$ cat src/rtl/retc_pkg.sv
package retc_pkg;
  // command fields that follow the return lines, in word order
  localparam int unsigned CMD_FIELDS = 4;
  localparam int unsigned OFS_XOFF   = 0;
  localparam int unsigned OFS_DOWN   = 1;
  localparam int unsigned OFS_RRST   = 2;
  localparam int unsigned OFS_RSVD   = 3;

  function automatic logic [1:0] dup_bit(input logic b);
    return {b, b};
  endfunction
endpackage

$ cat src/rtl/retc_pair_chk.sv
module retc_pair_chk (
  input  logic [1:0] pair_i,
  output logic       ok_o
);
  assign ok_o = (pair_i[1] == pair_i[0]);
endmodule

$ cat src/rtl/retc_encoder.sv
module retc_encoder
  import retc_pkg::*;
#(
  parameter int unsigned N_LINES     = 4,
  parameter int unsigned IDLE_CYCLES = 7
) (
  input  logic                                 clk_i,
  input  logic                                 rst_ni,
  input  logic [N_LINES-1:0]                   ret_line_i,
  input  logic                                 xoff_i,
  input  logic                                 link_down_i,
  input  logic                                 rem_reset_i,
  output logic [2*(N_LINES+CMD_FIELDS)-1:0]    tx_word_o,
  output logic                                 tx_vld_o
);
  localparam int unsigned NBITS  = N_LINES + CMD_FIELDS;
  localparam int unsigned WORD_W = 2 * NBITS;
  localparam int unsigned PERIOD = IDLE_CYCLES + 1;
  localparam int unsigned CNT_W  = (PERIOD > 1) ? $clog2(PERIOD) : 1;
  localparam int unsigned IDLE_W = $clog2(IDLE_CYCLES + 2);

  logic [NBITS-1:0]  bits_d;
  logic [WORD_W-1:0] word_d;
  logic [CNT_W-1:0]  cnt_q;
  logic              launch;

  assign bits_d = {1'b0, rem_reset_i, link_down_i, xoff_i, ret_line_i};

  for (genvar i = 0; i < NBITS; i++) begin : g_dup
    assign word_d[2*i +: 2] = dup_bit(bits_d[i]);
  end

  assign launch = (cnt_q == '0);

  always_ff @(posedge clk_i or negedge rst_ni) begin
    if (!rst_ni) begin
      cnt_q     <= '0;
      tx_word_o <= '0;
      tx_vld_o  <= 1'b0;
    end else begin
      tx_vld_o  <= launch;
      tx_word_o <= launch ? word_d : '0;
      cnt_q     <= (cnt_q == CNT_W'(PERIOD - 1)) ? '0 : cnt_q + 1'b1;
    end
  end

  // ---- checks on the sent stream ----
  logic [NBITS-1:0]  tx_hi, tx_lo;
  logic [IDLE_W-1:0] idle_q;
  logic              seen_q;

  for (genvar i = 0; i < NBITS; i++) begin : g_split
    assign tx_hi[i] = tx_word_o[2*i+1];
    assign tx_lo[i] = tx_word_o[2*i];
  end

  always_ff @(posedge clk_i or negedge rst_ni) begin
    if (!rst_ni) begin
      idle_q <= '0;
      seen_q <= 1'b0;
    end else if (tx_vld_o) begin
      idle_q <= '0;
      seen_q <= 1'b1;
    end else if (idle_q != IDLE_W'(IDLE_CYCLES + 1)) begin
      idle_q <= idle_q + 1'b1;
    end
  end

  assert_pairs_equal_R1: assert property (@(posedge clk_i) disable iff (!rst_ni)
    tx_vld_o |-> (tx_hi == tx_lo));

  assert_rsvd_zero_R2: assert property (@(posedge clk_i) disable iff (!rst_ni)
    tx_vld_o |-> (tx_word_o[WORD_W-1 -: 2] == 2'b00));

  assert_idle_word_zero_R3: assert property (@(posedge clk_i) disable iff (!rst_ni)
    !tx_vld_o |-> (tx_word_o == '0));

  assert_gap_exact_R3: assert property (@(posedge clk_i) disable iff (!rst_ni)
    (tx_vld_o && seen_q) |-> (idle_q == IDLE_W'(IDLE_CYCLES)));

  assert_gap_min_R3: assert property (@(posedge clk_i) disable iff (!rst_ni)
    (!tx_vld_o && seen_q) |-> (idle_q < IDLE_W'(IDLE_CYCLES + 1)));
endmodule

$ cat src/rtl/retc_decoder.sv
module retc_decoder
  import retc_pkg::*;
#(
  parameter int unsigned N_LINES = 4
) (
  input  logic                              clk_i,
  input  logic                              rst_ni,
  input  logic [2*(N_LINES+CMD_FIELDS)-1:0] rx_word_i,
  input  logic                              rx_vld_i,
  output logic [N_LINES-1:0]                ret_line_o,
  output logic                              xoff_o,
  output logic                              link_down_o,
  output logic                              rem_reset_o,
  output logic                              rx_good_o
);
  localparam int unsigned NBITS  = N_LINES + CMD_FIELDS;
  localparam int unsigned B_XOFF = N_LINES + OFS_XOFF;
  localparam int unsigned B_DOWN = N_LINES + OFS_DOWN;
  localparam int unsigned B_RRST = N_LINES + OFS_RRST;

  logic [NBITS-1:0]   pair_ok;
  logic [N_LINES-1:0] line_val;
  logic               all_ok, accept;

  for (genvar i = 0; i < NBITS; i++) begin : g_chk
    retc_pair_chk u_chk (
      .pair_i (rx_word_i[2*i +: 2]),
      .ok_o   (pair_ok[i])
    );
  end

  for (genvar i = 0; i < N_LINES; i++) begin : g_line
    assign line_val[i] = rx_word_i[2*i];
  end

  assign all_ok = &pair_ok;
  assign accept = rx_vld_i && all_ok;

  always_ff @(posedge clk_i or negedge rst_ni) begin
    if (!rst_ni) begin
      ret_line_o  <= '0;
      xoff_o      <= 1'b0;
      link_down_o <= 1'b0;
      rem_reset_o <= 1'b0;
      rx_good_o   <= 1'b0;
    end else begin
      rx_good_o <= accept;
      if (accept) begin
        ret_line_o  <= line_val;
        xoff_o      <= rx_word_i[2*B_XOFF];
        link_down_o <= rx_word_i[2*B_DOWN];
        rem_reset_o <= rx_word_i[2*B_RRST];
      end
    end
  end

  // ---- checks on the decoded side ----
  logic [NBITS-2:0] rx_lo;
  for (genvar i = 0; i < NBITS - 1; i++) begin : g_lo
    assign rx_lo[i] = rx_word_i[2*i];
  end

  assert_discard_hold_R6: assert property (@(posedge clk_i) disable iff (!rst_ni)
    (rx_vld_i && !all_ok) |=> (!rx_good_o && $stable(ret_line_o) && $stable(xoff_o)
                               && $stable(link_down_o) && $stable(rem_reset_o)));

  assert_idle_hold_R7: assert property (@(posedge clk_i) disable iff (!rst_ni)
    !rx_vld_i |=> (!rx_good_o && $stable(ret_line_o) && $stable(xoff_o)
                   && $stable(link_down_o) && $stable(rem_reset_o)));

  assert_strobe_source_R8: assert property (@(posedge clk_i) disable iff (!rst_ni)
    rx_good_o |-> $past(rx_vld_i));

  assert_values_match_R5: assert property (@(posedge clk_i) disable iff (!rst_ni)
    rx_good_o |-> ({rem_reset_o, link_down_o, xoff_o, ret_line_o} == $past(rx_lo)));
endmodule

$ cat src/rtl/retc_codec.sv
module retc_codec
  import retc_pkg::*;
#(
  parameter int unsigned N_LINES     = 4,
  parameter int unsigned IDLE_CYCLES = 7
) (
  input  logic                              clk_i,
  input  logic                              rst_ni,
  input  logic [N_LINES-1:0]                ret_line_i,
  input  logic                              xoff_i,
  input  logic                              link_down_i,
  input  logic                              rem_reset_i,
  output logic [2*(N_LINES+CMD_FIELDS)-1:0] tx_word_o,
  output logic                              tx_vld_o,
  input  logic [2*(N_LINES+CMD_FIELDS)-1:0] rx_word_i,
  input  logic                              rx_vld_i,
  output logic [N_LINES-1:0]                ret_line_o,
  output logic                              xoff_o,
  output logic                              link_down_o,
  output logic                              rem_reset_o,
  output logic                              rx_good_o
);
  retc_encoder #(.N_LINES(N_LINES), .IDLE_CYCLES(IDLE_CYCLES)) u_enc (
    .clk_i       (clk_i),
    .rst_ni      (rst_ni),
    .ret_line_i  (ret_line_i),
    .xoff_i      (xoff_i),
    .link_down_i (link_down_i),
    .rem_reset_i (rem_reset_i),
    .tx_word_o   (tx_word_o),
    .tx_vld_o    (tx_vld_o)
  );

  retc_decoder #(.N_LINES(N_LINES)) u_dec (
    .clk_i       (clk_i),
    .rst_ni      (rst_ni),
    .rx_word_i   (rx_word_i),
    .rx_vld_i    (rx_vld_i),
    .ret_line_o  (ret_line_o),
    .xoff_o      (xoff_o),
    .link_down_o (link_down_o),
    .rem_reset_o (rem_reset_o),
    .rx_good_o   (rx_good_o)
  );
endmodule

$ cat config.mk
export PLATFORM = sky130hd
export DESIGN_NAME = retc_codec
export DESIGN_NICKNAME = d
export VERILOG_FILES = /design/src/rtl/retc_pkg.sv /design/src/rtl/retc_pair_chk.sv /design/src/rtl/retc_encoder.sv /design/src/rtl/retc_decoder.sv /design/src/rtl/retc_codec.sv
export SDC_FILE = /design/constraint.sdc
export NUM_CORES = 1
export LEC_CHECK = 0
export BUFFER_PORTS_ARGS = -buffer_cell sky130_fd_sc_hd__clkbuf_2
export CORE_UTILIZATION = 41
export CTS_CLUSTER_SIZE = 14
export DETAILED_ROUTE_END_ITERATION = 6
export PLACE_DENSITY_LB_ADDON = 0.12
export SLEW_MARGIN = 20
export SYNTH_ARGS = -nofsm -noshare
export SYNTH_HDL_FRONTEND = slang
export SYNTH_SLANG_ARGS = --single-unit
$ cat constraint.sdc
create_clock -name clk_i -period 1.2 [get_ports clk_i]
set_clock_uncertainty 0.05 [all_clocks]
set_input_delay 0.24 -clock clk_i [delete_from_list [all_inputs] [get_ports clk_i]]
set_output_delay 0.24 -clock clk_i [all_outputs]
set_load 0.01 [all_outputs]
==> metrics.txt, run 1 <==
status=finished clean; pin count of the biggest net entering global routing=20; ant diodes=0; vias post-DR=~600; mux share of post-synthesis cell area=about a tenth; combinational family with the most area after synthesis=simple AND/OR/NAND/NOR gates; All-Layer GR Usage=14.1%; arrival time at the worst endpoint=approximately 1.3 ns; adder-cell area share of the yosys netlist=under 10%; Ports=51; period utilisation layout=a little over nine tenths; Syn Inst Count=64; Seq cells post-synth=19; total of max-cap violations=0; sequential cell area=475 µm²; final hold violation count=0; startpoint types=primary input; clock tree buffer depth=2; DRT iter0 DRCs=1; CP Class=primary input to flip-flop; initial core utilization=between 40 and 50%; post-detail-place hpwl=about 1100 µm; Req. time, crit path=approximately 1.3 ns; Final Slew Violations=0; Area growth, synth to finish=55.3%; drt wl/cell=10.4 µm; Root Driver=clkbuf_4; Pre-Repair DR Iteration Count=3; Synth Area in Compound Gates=0%; most frequent cells in the layout=clkbuf_2 (41), dfrtp_1 (19), and2_1 (7), mux2_4 (7), buf_6 (6); share of layout cells above drive strength 1=~65%; final number of setup-violating endpoints=0; total power=about 0.0013 W; die area=roughly 2200 µm²; IR drop worst, VDD=~0.63 mV; DRC violations left=0; critical path endpoint category=flip-flop; Num CTS Buffers=3; register area share after synthesis=a little under three fifths; CTS tree=built; top-area cell type share of the netlist area=around 57%; commonest non-fill, non-tap cell in the layout=clkbuf_2; PortBufs=48; Core Rows=15; Die Wd=~47 µm; Via density=about 4.3; # clock sinks=19; number of global-route vias before repair=503; Leak=roughly 0.70 nW; Reg2Reg Setup Slack=~0.11 ns; cell taking the most area after synthesis=dfrtp_1; die height=47.2 µm; final WL=between 1000 and 1500 µm; gr ovfl total=0; Syn Area/Cell=between 10 and 15 µm²; P per Cell Area=slightly below 1000 nW/µm²; setup TNS=0 ns; Post-Synth XOR/XNOR Area=roughly 8.4%; number of distinct library cells after synthesis=15; RSZ-0062 raised after global routing=yes; min Tclk post-route=about 1.2 ns; Post-Synth Simple-Gate Area=approximately 12%; Synth Cell Area=837 µm²; Synthesis Warnings=0; number of fill cells=approximately 150; Synth area leaders=dfrtp_1 (57%), mux2_2 (9.4%), xnor2_1 (8.4%), buf_4 (8.1%), and2_1 (5.2%); GPL Wtd Cong=approximately 0.68; worst-path fanout max=4; Max Fclk=roughly 0.85 GHz; Hold Slack=slightly below 0.1 ns; area of the multi-input gates=between 400 and 500 µm²; CTS HTree Levels=1; initial antenna violation count=0; Hold/Removal Path Class=primary input to flip-flop; Final #Nets=between 100 and 150; Final ANT Viol Nets=0; Clock Pin Slew Worst Setup and Hold Paths=0.11 ns; worst skew pair latency=between 0.2 and 0.3 ns; core box area=around 1800 µm²; global-route wire length before repair=2120 µm
report_power, final:
group          internal [W]  switching (W)
sequential         0.000671      0.0000163
combinational      0.000155       0.000108
clock              0.000124       0.000191
total              0.000950       0.000315
cell type report:
| cell class | count | share of cell area, % |
|---|---|---|
| Sequential cell | 19 | 36.6 |
| Clock buffer | 3 | 1.73 |
| Tap cell | 25 | 2.41 |
| Clock inverter | 1 | 0.385 |
| Timing Repair Buffer | 54 | 26.4 |
| Inverter | 2 | 0.577 |
| Multi-Input combinational cell | 35 | 32.0 |
worst max-delay path, stage by stage:
cell	delay, ns
buf_6	0.10
xnor2_2	0.14
nand4_1	0.18
nor3_4	0.20
buf_6	0.16
mux2_4	0.29
metrics by stage:
step                      setup WS (ns)  std cells  util, %  cell area, µm²
after global routing            -0.0282        139     71.4            1300
after CTS                      -0.00702        138     64.6            1180
after global placement           -0.292        133     62.4            1140
final                            0.0218        139     71.4            1300
after detailed placement         -0.324        133     62.4            1140
after floorplan                  -0.151         65        -             902
worst paths after layout:
| path | start | endpoint | cells past startpoint |
|---|---|---|---|
| worst min register to register | u_enc.cnt_q[0] | u_enc.cnt_q[0] | 1 |
| worst min-delay path | ret_line_i[0] | u_enc.tx_word_o[1] | 2 |
| min in group asynchronous | rst_ni | u_dec.ret_line_o[3] | 2 |
| worst max-delay path | rx_word_i[0] | u_dec.ret_line_o[2] | 6 |
| worst max register to register | u_enc.cnt_q[0] | u_enc.tx_word_o[5] | 4 |
| max in group asynchronous | rst_ni | u_enc.tx_word_o[12] | 2 |
registers in the layout, indices dropped and copies added (netlist names):
| name | count |
|---|---|
| u_dec.xoff_o | 1 |
| u_dec.rx_good_o | 1 |
| u_dec.link_down_o | 1 |
| u_enc.tx_vld_o | 1 |
| u_enc.cnt_q | 3 |
| u_dec.rem_reset_o | 1 |
| u_dec.ret_line_o | 4 |
| u_enc.tx_word_o | 7 |
what timing repair did:
action / 4_1_cts / 5_1_grt
resized for setup: 1 / 32
buffers inserted: 0 / 1
cloned: 0 / 0
hold buffers: 1 / 0
endpoints found under the hold margin: 19 / 0
endpoints found under the setup margin: 11 / 14
pin swaps: 0 / 4
cells in the mapped netlist:
| cell type | number |
|---|---|
| nor2_1 | 1 |
| nor3_1 | 1 |
| inv_1 | 2 |
| and2_1 | 7 |
| xnor2_1 | 8 |
| conb_1 | 1 |
| ha_1 | 3 |
| nand4_1 | 1 |
| nor3_4 | 1 |
| buf_4 | 9 |
| nand3_1 | 1 |
| nor2b_1 | 2 |
| nand2_1 | 1 |
| mux2_2 | 7 |
| dfrtp_1 | 19 |
cell families (layout without fill, tap and decap cells):
logic type,after synthesis,count (layout)
flops,19,19
simple gates,15,15
buf+inv,11,60
xor+xnor,8,8
mux,7,7
fa+ha+maj,3,3
other cells,1,2
layer usage:
| layer | vias to the layer above | global-route usage (%) | wire (µm) |
|---|---|---|---|
| li1 | 293 | - | - |
| met1 | 274 | 18.5 | 592 |
| met2 | 35 | 21.4 | 723 |
| met3 | 2 | 4.23 | 112 |
| met4 | 0 | 6.86 | 21 |
| met5 | - | 0 | 0 |
(Power assumes the default switching activity.)
==> run 2, diff against run 1 <==
==> constraint.sdc (replaced) <==
create_clock -name clk_i -period 1.1 [get_ports clk_i]
set_clock_uncertainty 0.05 [all_clocks]
set_input_delay 0.22 -clock clk_i [delete_from_list [all_inputs] [get_ports clk_i]]
set_output_delay 0.22 -clock clk_i [all_outputs]
set_load 0.01 [all_outputs]
==> run 2 against run 1 <==
Against the previous run: the run now ends with setup timing left; via count increased by 1.7%; critical path type unchanged; utilization increased by 0.76 points; critical endpoint unchanged; highest routed layer unchanged; die area unchanged; global-route usage increased by 0.24 points; count of clock-buffer cells in the layout unchanged; combinational power grew 10%; worst setup slack worse by 0.095 ns; cell count is 0.72% higher.
==> metrics.txt, run 2 (synthesized netlist as in run 1, its figures left out) <==
global-route wire length before repair=2150 µm; final number of setup-violating endpoints=7; Hold EP=u_enc.tx_word_o[1]; failing checks=setup timing; critical path endpoint category=flip-flop; min-delay src=ret_line_i[0]; DRT iter0 DRCs=0; Reg2Reg Setup Slack=roughly 0.010 ns; Clock Pin Slew Worst Setup and Hold Paths=around 0.1 ns; Leak=roughly 0.7 nW; CP Class=primary input to flip-flop; hold path depth=2; reg2reg end=u_enc.tx_word_o[11]; Final #Nets=roughly 150; Hold/Removal Path Class=primary input to flip-flop; ant diodes=0; # clock sinks=19; Ports=between 50 and 60; total of max-cap violations=0; most frequent cells in the layout=clkbuf_2 (39), dfrtp_1 (19), buf_6 (8), and2_1 (6), buf_4 (5); initial antenna violation count=0; P per Cell Area=about 1100 nW/µm²; crit-path max cell delay=0.32 ns; PortBufs=48; final core utilization=just over 70%; CP bufs+invs=2; initial core utilization=46.0%; drt wl/cell=roughly 10 µm; Die Wd=~47 µm; Num CTS Buffers=3; RR Startpoint=u_enc.cnt_q[0]; final hold violation count=0; Root Driver=clkbuf_4; post-detail-place hpwl=roughly 1100 µm; Top Registers=u_enc.tx_word_o: 7 flops, u_dec.ret_line_o: 4 flops, u_enc.cnt_q: 3 flops; worst skew pair latency=0.29 ns; min Tclk post-route=approximately 1.2 ns; Final Slew Violations=0; Pre-Repair DR Iteration Count=1; core box area=around 1800 µm²; Top cell by count, worst path=buf_6; number of global-route vias before repair=515; CTS HTree Levels=1; DRC violations left=0; period utilisation layout=107%; max reg flops=7; GPL Wtd Cong=0.676; share of layout cells above drive strength 1=between 60 and 70%; RSZ-0062 raised after global routing=yes; min setup slack post-route=-0.0736 ns; Max Fclk=~0.85 GHz; Final ANT Viol Nets=0; number of fill cells=between 100 and 150; commonest non-fill, non-tap cell in the layout=clkbuf_2; final WL=roughly 1500 µm; die height=about 47 µm; Via density=around 4.4; crit-path cells=buf_6 > xnor2_2 > nand4_1 > nor3_4 > buf_6 > mux2_2; IR drop worst, VDD=roughly 0.67 mV; Worst Reg2Reg Path Length in Cells=4; clock tree buffer depth=2; die area=~2200 µm²; Req. time, crit path=1.24 ns; startpoint types=primary input; CTS tree=built; register with the most flip-flops=u_enc.tx_word_o; All-Layer GR Usage=14.4%; Core Rows=15; worst-path fanout max=4; vias post-DR=between 600 and 700; total power=between 0.001 and 0.0015 W; pin count of the biggest net entering global routing=20; CP top delay family=simple AND/OR/NAND/NOR gates; status=complete, but fails checks; arrival time at the worst endpoint=between 1 and 1.5 ns; Area growth, synth to finish=57.0%; gr ovfl total=0; Slowest-stage cell, CP=mux2_2
## run 2: cell type report
class	count	area (µm²)	share of cell area [%]
clock buffers	3	22.5	1.71
clock inverters	1	5.00	0.381
inverters	2	7.51	0.571
multi-input cells	35	409	31.1
flip-flops and latches	19	475	36.2
well taps	25	31.3	2.38
repair buffers	55	363	27.6
## run 2: worst max-delay path by stage
stage	to	slack, ns	from	depth (start not counted)
after floorplan	u_dec.link_down_o	-0.23	rx_word_i[6]	4
after global placement	u_dec.ret_line_o[3]	-0.37	rx_word_i[8]	6
after detailed placement	u_dec.ret_line_o[2]	-0.40	rx_word_i[8]	6
after CTS	u_dec.ret_line_o[3]	-0.09	rx_word_i[8]	6
after global routing	u_dec.ret_line_o[2]	-0.13	rx_word_i[10]	6
final	u_dec.ret_line_o[2]	-0.07	rx_word_i[0]	6
## run 2: power breakdown
group	internal (W)	total [W]	switching [W]
sequential	0.000732	0.000750	0.0000181
combinational	0.000172	0.000290	0.000119
clock	0.000135	0.000344	0.000209
total	0.00104	0.00138	0.000346
## run 2: routing by layer
metal	up-vias	track usage (%)	wire length, µm
li1	294	-	-
met1	283	18.7	591
met2	35	21.9	740
met3	2	4.23	115
met4	0	6.86	19
met5	-	0	0
## run 2: metrics by stage
stage | area, µm² | worst slack (ns) | TNS [ns] | hold slack (ns) | instances
2_1_floorplan | 902 | -0.231 | -1.58 | -0.126 | 65
3_3_place_gp | 1140 | -0.372 | -3.22 | 0.141 | 133
3_5_place_dp | 1140 | -0.404 | -3.48 | 0.140 | 133
4_1_cts | 1180 | -0.0870 | -0.536 | 0.0738 | 138
5_1_grt | 1310 | -0.127 | -1.47 | 0.0779 | 140
6_report | 1310 | -0.0736 | -0.366 | 0.0778 | 140
## run 2: timing repair
item,4_1_cts,5_1_grt
hold buffers,1,0
hold endpoints to repair,19,0
buffers inserted,0,2
resized for setup,2,34
endpoints found under the setup margin,15,35
pin swaps,0,7
